## config.mk

```make
export PLATFORM = sky130hd
export DESIGN_NAME = mfa_seq
export DESIGN_NICKNAME = d
export VERILOG_FILES = /design/src/rtl/mfa_pkg.sv /design/src/rtl/mfa_prog.sv /design/src/rtl/mfa_scratch.sv /design/src/rtl/mfa_lane.sv /design/src/rtl/mfa_seq.sv
export SDC_FILE = /design/constraint.sdc
export NUM_CORES = 1
export LEC_CHECK = 0
export ABC_AREA = 1
export CAP_MARGIN = 10
export CORE_UTILIZATION = 51
export CTS_BUF_LIST = sky130_fd_sc_hd__clkbuf_4
export CTS_CLUSTER_DIAMETER = 50
export DETAILED_ROUTE_END_ITERATION = 8
export GPL_TIMING_DRIVEN = 0
export PLACE_DENSITY_LB_ADDON = 0.15
export SYNTH_ARGS = -nofsm -noshare
export SYNTH_HDL_FRONTEND = slang
export SYNTH_SLANG_ARGS = --single-unit
```

## constraint.sdc

```tcl
create_clock -name clk -period 3.2 [get_ports clk]
set_input_delay 0.64 -clock clk [delete_from_list [all_inputs] [get_ports clk]]
set_output_delay 0.64 -clock clk [all_outputs]
set_load 0.02 [all_outputs]
```

## src/rtl/mfa_pkg.sv

```systemverilog
package mfa_pkg;
  localparam int OP_W   = 3;
  localparam int LANES  = 2;
  localparam int NSTEP  = 6;
  localparam int STEP_W = $clog2(NSTEP);
  localparam int NSLOT  = 8;

  typedef enum logic [OP_W-1:0] {
    OP_NOP  = 3'd0,
    OP_RDN  = 3'd1,
    OP_MAJ  = 3'd2,
    OP_MAJN = 3'd3,
    OP_WR   = 3'd4
  } op_e;

  typedef enum logic [2:0] {
    SL_NONE = 3'd0,
    SL_NCIN = 3'd1,
    SL_NCAR = 3'd2,
    SL_MID  = 3'd3,
    SL_SUM  = 3'd4,
    SL_CAR  = 3'd5
  } slot_e;

  typedef struct packed {
    logic  en;
    op_e   op;
    logic [2:0] roff;
    logic  grp;
    slot_e wsrc;
  } iss_t;

  localparam iss_t ISS_IDLE = '{en: 1'b0, op: OP_NOP, roff: 3'd0, grp: 1'b0, wsrc: SL_NONE};
endpackage

```

## src/rtl/mfa_prog.sv

```systemverilog
module mfa_prog
  import mfa_pkg::*;
(
  input  logic [STEP_W-1:0]          iss_step,
  input  logic [STEP_W-1:0]          cap_step,
  output iss_t  [LANES-1:0]          iss,
  output slot_e [LANES-1:0]          cap
);

  function automatic iss_t mk(op_e op, int unsigned roff, logic grp, slot_e src);
    iss_t u;
    u.en   = 1'b1;
    u.op   = op;
    u.roff = 3'(roff);
    u.grp  = grp;
    u.wsrc = src;
    return u;
  endfunction

  // issue side: what each lane sends in a given step
  always_comb begin
    for (int l = 0; l < LANES; l++) iss[l] = ISS_IDLE;
    case (iss_step)
      3'd0: iss[0] = mk(OP_RDN,  2, 1'b0, SL_NONE);
      3'd1: iss[1] = mk(OP_WR,   2, 1'b1, SL_NCIN);
      3'd2: begin
        iss[0] = mk(OP_MAJN, 0, 1'b0, SL_NONE);
        iss[1] = mk(OP_MAJ,  0, 1'b1, SL_NONE);
      end
      3'd3: iss[1] = mk(OP_WR,   4, 1'b1, SL_NCAR);
      3'd4: iss[1] = mk(OP_WR,   5, 1'b1, SL_MID);
      3'd5: begin
        iss[0] = mk(OP_MAJ,  0, 1'b0, SL_NONE);
        iss[1] = mk(OP_MAJ,  3, 1'b1, SL_NONE);
      end
      default: ;
    endcase
  end

  // capture side: where each lane's sensed bit is stored in a given step
  always_comb begin
    for (int l = 0; l < LANES; l++) cap[l] = SL_NONE;
    case (cap_step)
      3'd0: cap[0] = SL_NCIN;
      3'd2: begin
        cap[0] = SL_NCAR;
        cap[1] = SL_MID;
      end
      3'd5: begin
        cap[0] = SL_CAR;
        cap[1] = SL_SUM;
      end
      default: ;
    endcase
  end

endmodule

```

## src/rtl/mfa_scratch.sv

```systemverilog
module mfa_scratch
  import mfa_pkg::*;
(
  input  logic                  clk,
  input  logic                  rst,
  input  logic                  cap_en,
  input  slot_e [LANES-1:0]     cap,
  input  logic  [LANES-1:0]     sense,
  output logic  [NSLOT-1:0]     slot_nxt,
  output logic                  sum_q,
  output logic                  carry_q
);

  logic [NSLOT-1:0] slot_q;

  // next-state view is forwarded to the lanes so a write may follow its capture directly
  always_comb begin
    slot_nxt = slot_q;
    if (cap_en) begin
      for (int l = 0; l < LANES; l++) begin
        if (cap[l] != SL_NONE) slot_nxt[cap[l]] = sense[l];
      end
    end
  end

  always_ff @(posedge clk) begin
    if (rst) slot_q <= '0;
    else     slot_q <= slot_nxt;
  end

  assign sum_q   = slot_q[SL_SUM];
  assign carry_q = slot_q[SL_CAR];

endmodule

```

## src/rtl/mfa_lane.sv

```systemverilog
module mfa_lane
  import mfa_pkg::*;
#(
  parameter int ROW_W   = 6,
  parameter int COL_W   = 7,
  parameter int GRP_OFS = 8
) (
  input  logic              clk,
  input  logic              rst,
  input  iss_t              uop,
  input  logic [ROW_W-1:0]  base_row,
  input  logic [COL_W-1:0]  base_col,
  input  logic [NSLOT-1:0]  fwd,
  output logic              vld,
  output logic [OP_W-1:0]   op,
  output logic [ROW_W-1:0]  row,
  output logic [COL_W-1:0]  col,
  output logic              wdat
);

  localparam logic [COL_W-1:0] COL_OFS = COL_W'(GRP_OFS);

  logic [ROW_W-1:0] row_d;
  logic [COL_W-1:0] col_d;
  logic             wd_d;

  always_comb begin
    row_d = base_row + ROW_W'(uop.roff);
    col_d = base_col + (uop.grp ? COL_OFS : '0);
    wd_d  = (uop.wsrc != SL_NONE) ? fwd[uop.wsrc] : 1'b0;
  end

  always_ff @(posedge clk) begin
    if (rst || !uop.en) begin
      vld  <= 1'b0;
      op   <= OP_NOP;
      row  <= '0;
      col  <= '0;
      wdat <= 1'b0;
    end else begin
      vld  <= 1'b1;
      op   <= uop.op;
      row  <= row_d;
      col  <= col_d;
      wdat <= wd_d;
    end
  end

endmodule

```

## src/rtl/mfa_seq.sv

```systemverilog
module mfa_seq
  import mfa_pkg::*;
#(
  parameter int ROW_W    = 6,
  parameter int COL_W    = 7,
  parameter int SA_SHARE = 8
) (
  input  logic                    clk,
  input  logic                    rst,
  input  logic                    start,
  input  logic [ROW_W-1:0]        base_row,
  input  logic [COL_W-1:0]        base_col,
  output logic [LANES-1:0]        cmd_vld,
  output logic [LANES*OP_W-1:0]   cmd_op,
  output logic [LANES*ROW_W-1:0]  cmd_row,
  output logic [LANES*COL_W-1:0]  cmd_col,
  output logic [LANES-1:0]        cmd_wdat,
  input  logic [LANES-1:0]        sense_dat,
  output logic                    busy,
  output logic                    done,
  output logic                    sum,
  output logic                    carry
);

  localparam logic [STEP_W-1:0] LAST = STEP_W'(NSTEP - 1);

  logic              busy_q, done_q;
  logic [STEP_W-1:0] step_q, step_nxt;
  logic [ROW_W-1:0]  brow_q, brow_eff;
  logic [COL_W-1:0]  bcol_q, bcol_eff;
  logic              go, issue;

  iss_t  [LANES-1:0] iss;
  slot_e [LANES-1:0] cap;
  logic  [NSLOT-1:0] fwd;

  assign go       = start & ~busy_q;
  assign issue    = go | (busy_q & (step_q != LAST));
  assign step_nxt = go ? '0 : step_q + 1'b1;
  assign brow_eff = go ? base_row : brow_q;
  assign bcol_eff = go ? base_col : bcol_q;

  always_ff @(posedge clk) begin
    if (rst) begin
      busy_q <= 1'b0;
      done_q <= 1'b0;
      step_q <= '0;
      brow_q <= '0;
      bcol_q <= '0;
    end else begin
      done_q <= 1'b0;
      if (go) begin
        busy_q <= 1'b1;
        step_q <= '0;
        brow_q <= base_row;
        bcol_q <= base_col;
      end else if (busy_q) begin
        if (step_q == LAST) begin
          busy_q <= 1'b0;
          done_q <= 1'b1;
        end else begin
          step_q <= step_nxt;
        end
      end
    end
  end

  mfa_prog u_prog (
    .iss_step (step_nxt),
    .cap_step (step_q),
    .iss      (iss),
    .cap      (cap)
  );

  mfa_scratch u_scr (
    .clk      (clk),
    .rst      (rst),
    .cap_en   (busy_q),
    .cap      (cap),
    .sense    (sense_dat),
    .slot_nxt (fwd),
    .sum_q    (sum),
    .carry_q  (carry)
  );

  generate
    for (genvar g = 0; g < LANES; g++) begin : g_lane
      iss_t lane_uop;
      assign lane_uop = issue ? iss[g] : ISS_IDLE;
      mfa_lane #(
        .ROW_W   (ROW_W),
        .COL_W   (COL_W),
        .GRP_OFS (SA_SHARE)
      ) u_lane (
        .clk      (clk),
        .rst      (rst),
        .uop      (lane_uop),
        .base_row (brow_eff),
        .base_col (bcol_eff),
        .fwd      (fwd),
        .vld      (cmd_vld[g]),
        .op       (cmd_op[g*OP_W +: OP_W]),
        .row      (cmd_row[g*ROW_W +: ROW_W]),
        .col      (cmd_col[g*COL_W +: COL_W]),
        .wdat     (cmd_wdat[g])
      );
    end
  endgenerate

  assign busy = busy_q;
  assign done = done_q;

  AST_IDLE_QUIET: assert property (@(posedge clk) disable iff (rst)
    !busy_q |-> (cmd_vld == '0));
  AST_PAIR_SLOTS: assert property (@(posedge clk) disable iff (rst)
    (cmd_vld == '1) |-> (step_q == 3'd2 || step_q == LAST));
  AST_DONE_AFTER_LAST: assert property (@(posedge clk) disable iff (rst)
    (busy_q && step_q == LAST) |=> (done_q && !busy_q));
  AST_RESULT_HOLD: assert property (@(posedge clk) disable iff (rst)
    (!busy_q && !start) |=> ($stable(sum) && $stable(carry)));
  AST_BASE_KEEP: assert property (@(posedge clk) disable iff (rst)
    busy_q |=> ($stable(brow_q) && $stable(bcol_q)));

endmodule

```

==> results by group <==
Outcome
  – Status: completed

Critical path
  – CP endpoint kind: register
  – Slowest stage delay, CP: 0.44 ns
  – Startpoint Class: input port
  – Critical Path RT: 3.48 ns
  – CP Max Fanout: 10
  – Critical path class: input port to register
  – Slowest library cell on the worst path: clkdlybuf4s50_1
  – Arrival time at the worst endpoint: 3.16 ns
  – Crit-path cells: clkdlybuf4s50_1, nand2_4, buf_12, inv_2, or2_2, o21ai_0, inv_1, ha_1, fa_1, nand2_1, inv_1, o21ai_0, or2_0, a21oi_1

Placed design
  – Place WS: -0.02035 ns
  – Port Buffer Count: 54
  – GPL Wtd Cong: 0.8192
  – Placed wire-length estimate: 3344 um
  – Placed cell area: 2980 sq um

Final layout
  – Sequential Area: 1121 sq um
  – Fraction of layout cells with a size suffix above 1: 14.83%
  – Multi-input gate area: 980.9 sq um
  – Area delta synth->final: 29.44%
  – Nets: 373
  – Fin area: 3064 sq um
  – Layout fillers: 371
  – Ant. Diodes: 0

Timing
  – Clock skew: 0.01807 ns
  – Final min period: 2.884 ns
  – Final hold violation count: 0
  – Peak Freq: 346.8 MHz
  – Setup ws final: 0.3163 ns
  – Slew Limit Fails: 0
  – # setup viols final: 0
  – RSZ-0062 raised after global routing: no
  – Final worst-path cycle share: 90.12%

Power and ir drop
  – Combinational share of power: 20.9%
  – Total power: 1.440 mW
  – Sw frac: 27.88%
  – Net switching power: 0.4013 mW
  – Sequential share of power: 51.9%
  – Leak: 1.405 nW
  – Worst IR Drop VDD: 0.0002291 V
  – Clock Power Share: 27.2%
  – Cell-internal power: 1.038 mW
  – Power Dens Cells: 469.9 nW/um^2

Clocking
  – CTS tree: built
  – Clk root buf: clkbuf_4
  – Clock buffer depth: 2
  – Hold_buf cts: 0
  – Setup Buffers After CTS: 0
  – Clk slew on worst S/H paths: 0.16 ns
  – Number of H-tree levels: 2
  – Clk_lat worst skew: 0.37 ns
  – Post-CTS sizing: 0
  – Clock sinks: 56
  – TritonCTS buffer count: 5

Floorplan
  – Starting Density: 53.63%
  – Die area: 4918 sq um
  – Die height: 70.13 um
  – Rows: 24
  – Core ar.: 4414 sq um
  – Die span in x: 70.13 um
  – Ports: 58

Routing
  – Routed len/inst: 11.20 um
  – Initial DRC count: 96
  – Uppermost routed layer: met4
  – Vias/cell: 4.818
  – WL met2: 2226 um
  – Post-Route WL: 4435 um
  – DRC Markers: 0
  – DR WL met3: 210 um
  – Wl on met1: 1939 um
  – Pre-antenna DRT Iters: 4
  – Antenna viol nets, final: 0
  – Vias: 1,908

GRT
  – Vias in the first global route: 1,689
  – Largest net degree at the start of global routing: 18
  – First-pass GRT wire length: 7541 um
  – All-Layer GR Usage: 19.52%
  – Grt ovf: 0
  – Antenna violations before repair: 0

Run
  – Max Cap Viol: 0

Logic synthesis
  – Post-synthesis sequential area ratio: 47.36%
  – Fraction of registers with async set/reset: 0%
  – Number of flops mapped to enable cells by yosys: 0
  – Number of distinct library cells after synthesis: 33
  – Yosys warnings: 0
  – Syn Area/Cell: 8.455 sq um
  – Mapped Cells: 280
  – Synth Flop Type: dfxtp_1
  – Number of synthesized register bits: 56
  – Synthesized area: 2367 sq um

Min path
  – Hold Path Class: register to register
[routing by layer]
layer / global-route usage, % / vias to the layer above
met5: 0 / -
met4: 6.000 / 0
met3: 4.185 / 6
met2: 33.65 / 44
met1: 24.31 / 874
li1: - / 984
[cell type report]
type,count,area share [%]
Timing Repair Buffer,54,17.64
Inverter,45,5.512
Tap cell,52,2.123
Multi-Input combinational cell,170,32.01
Clock buffer,6,1.470
Clock inverter,2,1.266
Sequential cell,56,36.59
Buffer,11,3.389
[final timing paths]
path | start | end | slack, ns | cells past startpoint
worst min register to register | register | register | 0.46 | 2
worst max register to register | busy | g_lane[1].u_lane.row[4] | 0.49 | 14
worst min-delay path | register | register | 0.46 | 2
worst max-delay path | start | g_lane[1].u_lane.row[4] | 0.32 | 14
[critical path, delay by kind of cell]
family                     cells  cell delay, ns
buffers and inverters          5            0.83
AOI/OAI and AO/OA              3            0.40
adders and majority gates      2            0.63
and+or+nand+nor                4            0.66
[cells by family after synthesis]
group	synth area share [%]
adder cells (fa/ha/maj)	6.660
other	0.1584
buffers and inverters	11.52
multiplexers	1.691
AND/OR/NAND/NOR	22.20
AO/OA/AOI/OAI	9.303
flip-flops	47.36
XOR/XNOR	1.110
[through the flow]
| step | setup TNS (ns) | utilization [%] | instances | hold slack (ns) |
|---|---|---|---|---|
| floorplan | 0 | - | 282 | 0.4508 |
| global placement | -0.01013 | 67.52 | 388 | 0.4343 |
| detailed placement | -0.02035 | 67.52 | 388 | 0.4394 |
| CTS | 0 | 69.42 | 396 | 0.4655 |
| global route | 0 | 69.42 | 396 | 0.4990 |
| finish | 0 | 69.42 | 396 | 0.4617 |
[state kept, by name (all words and copies together) (netlist names), named ones only]
register,flops
done,1
g_lane.u_lane.vld,2
g_lane.u_lane.op,4
g_lane.u_lane.wdat,1
u_scr.slot_q,4
g_lane.u_lane.row,12
brow_q,6
g_lane.u_lane.col,14
bcol_q,7
busy,1
step_q,3
[cells in the mapped netlist, types with 4 or more instances]
master / instances / area [sq um]
mux2i_1: 4 / 40.04
nand3_1: 8 / 40.04
a21oi_1: 11 / 55.05
o21ai_2: 5 / 43.79
nor2_1: 37 / 138.9
inv_1: 39 / 146.4
inv_2: 6 / 22.52
o21ai_1: 4 / 20.02
ha_1: 11 / 137.6
o21ai_0: 14 / 70.07
nor2_2: 10 / 62.56
nand2_1: 39 / 146.4
dfxtp_1: 56 / 1121
nand2_2: 4 / 25.02
buf_4: 6 / 45.04
or2_2: 4 / 25.02
[power by group through the flow]
stage	Clock (mW)	Sequential [mW]	Combinational (mW)
finish	0.392	0.747	0.301
CTS	0.399	0.748	0.302
global placement	0	0.762	0.294
global route	0.426	0.751	0.335
detailed placement	0	0.763	0.300
floorplan	0	0.784	0.177
[layout by cell type, fill, tap and decap left out, drive strengths merged, types with 9 or more instances in the layout]
cell type | netlist | layout
nor2 | 48 | 48
ha | 11 | 11
nand3 | 10 | 10
dfxtp | 56 | 56
nand2 | 44 | 44
clkdlybuf4s50 | 0 | 54
buf | 9 | 9
inv | 45 | 46
a21oi | 11 | 11
o21ai | 24 | 24
(Power assumes the default switching activity.)
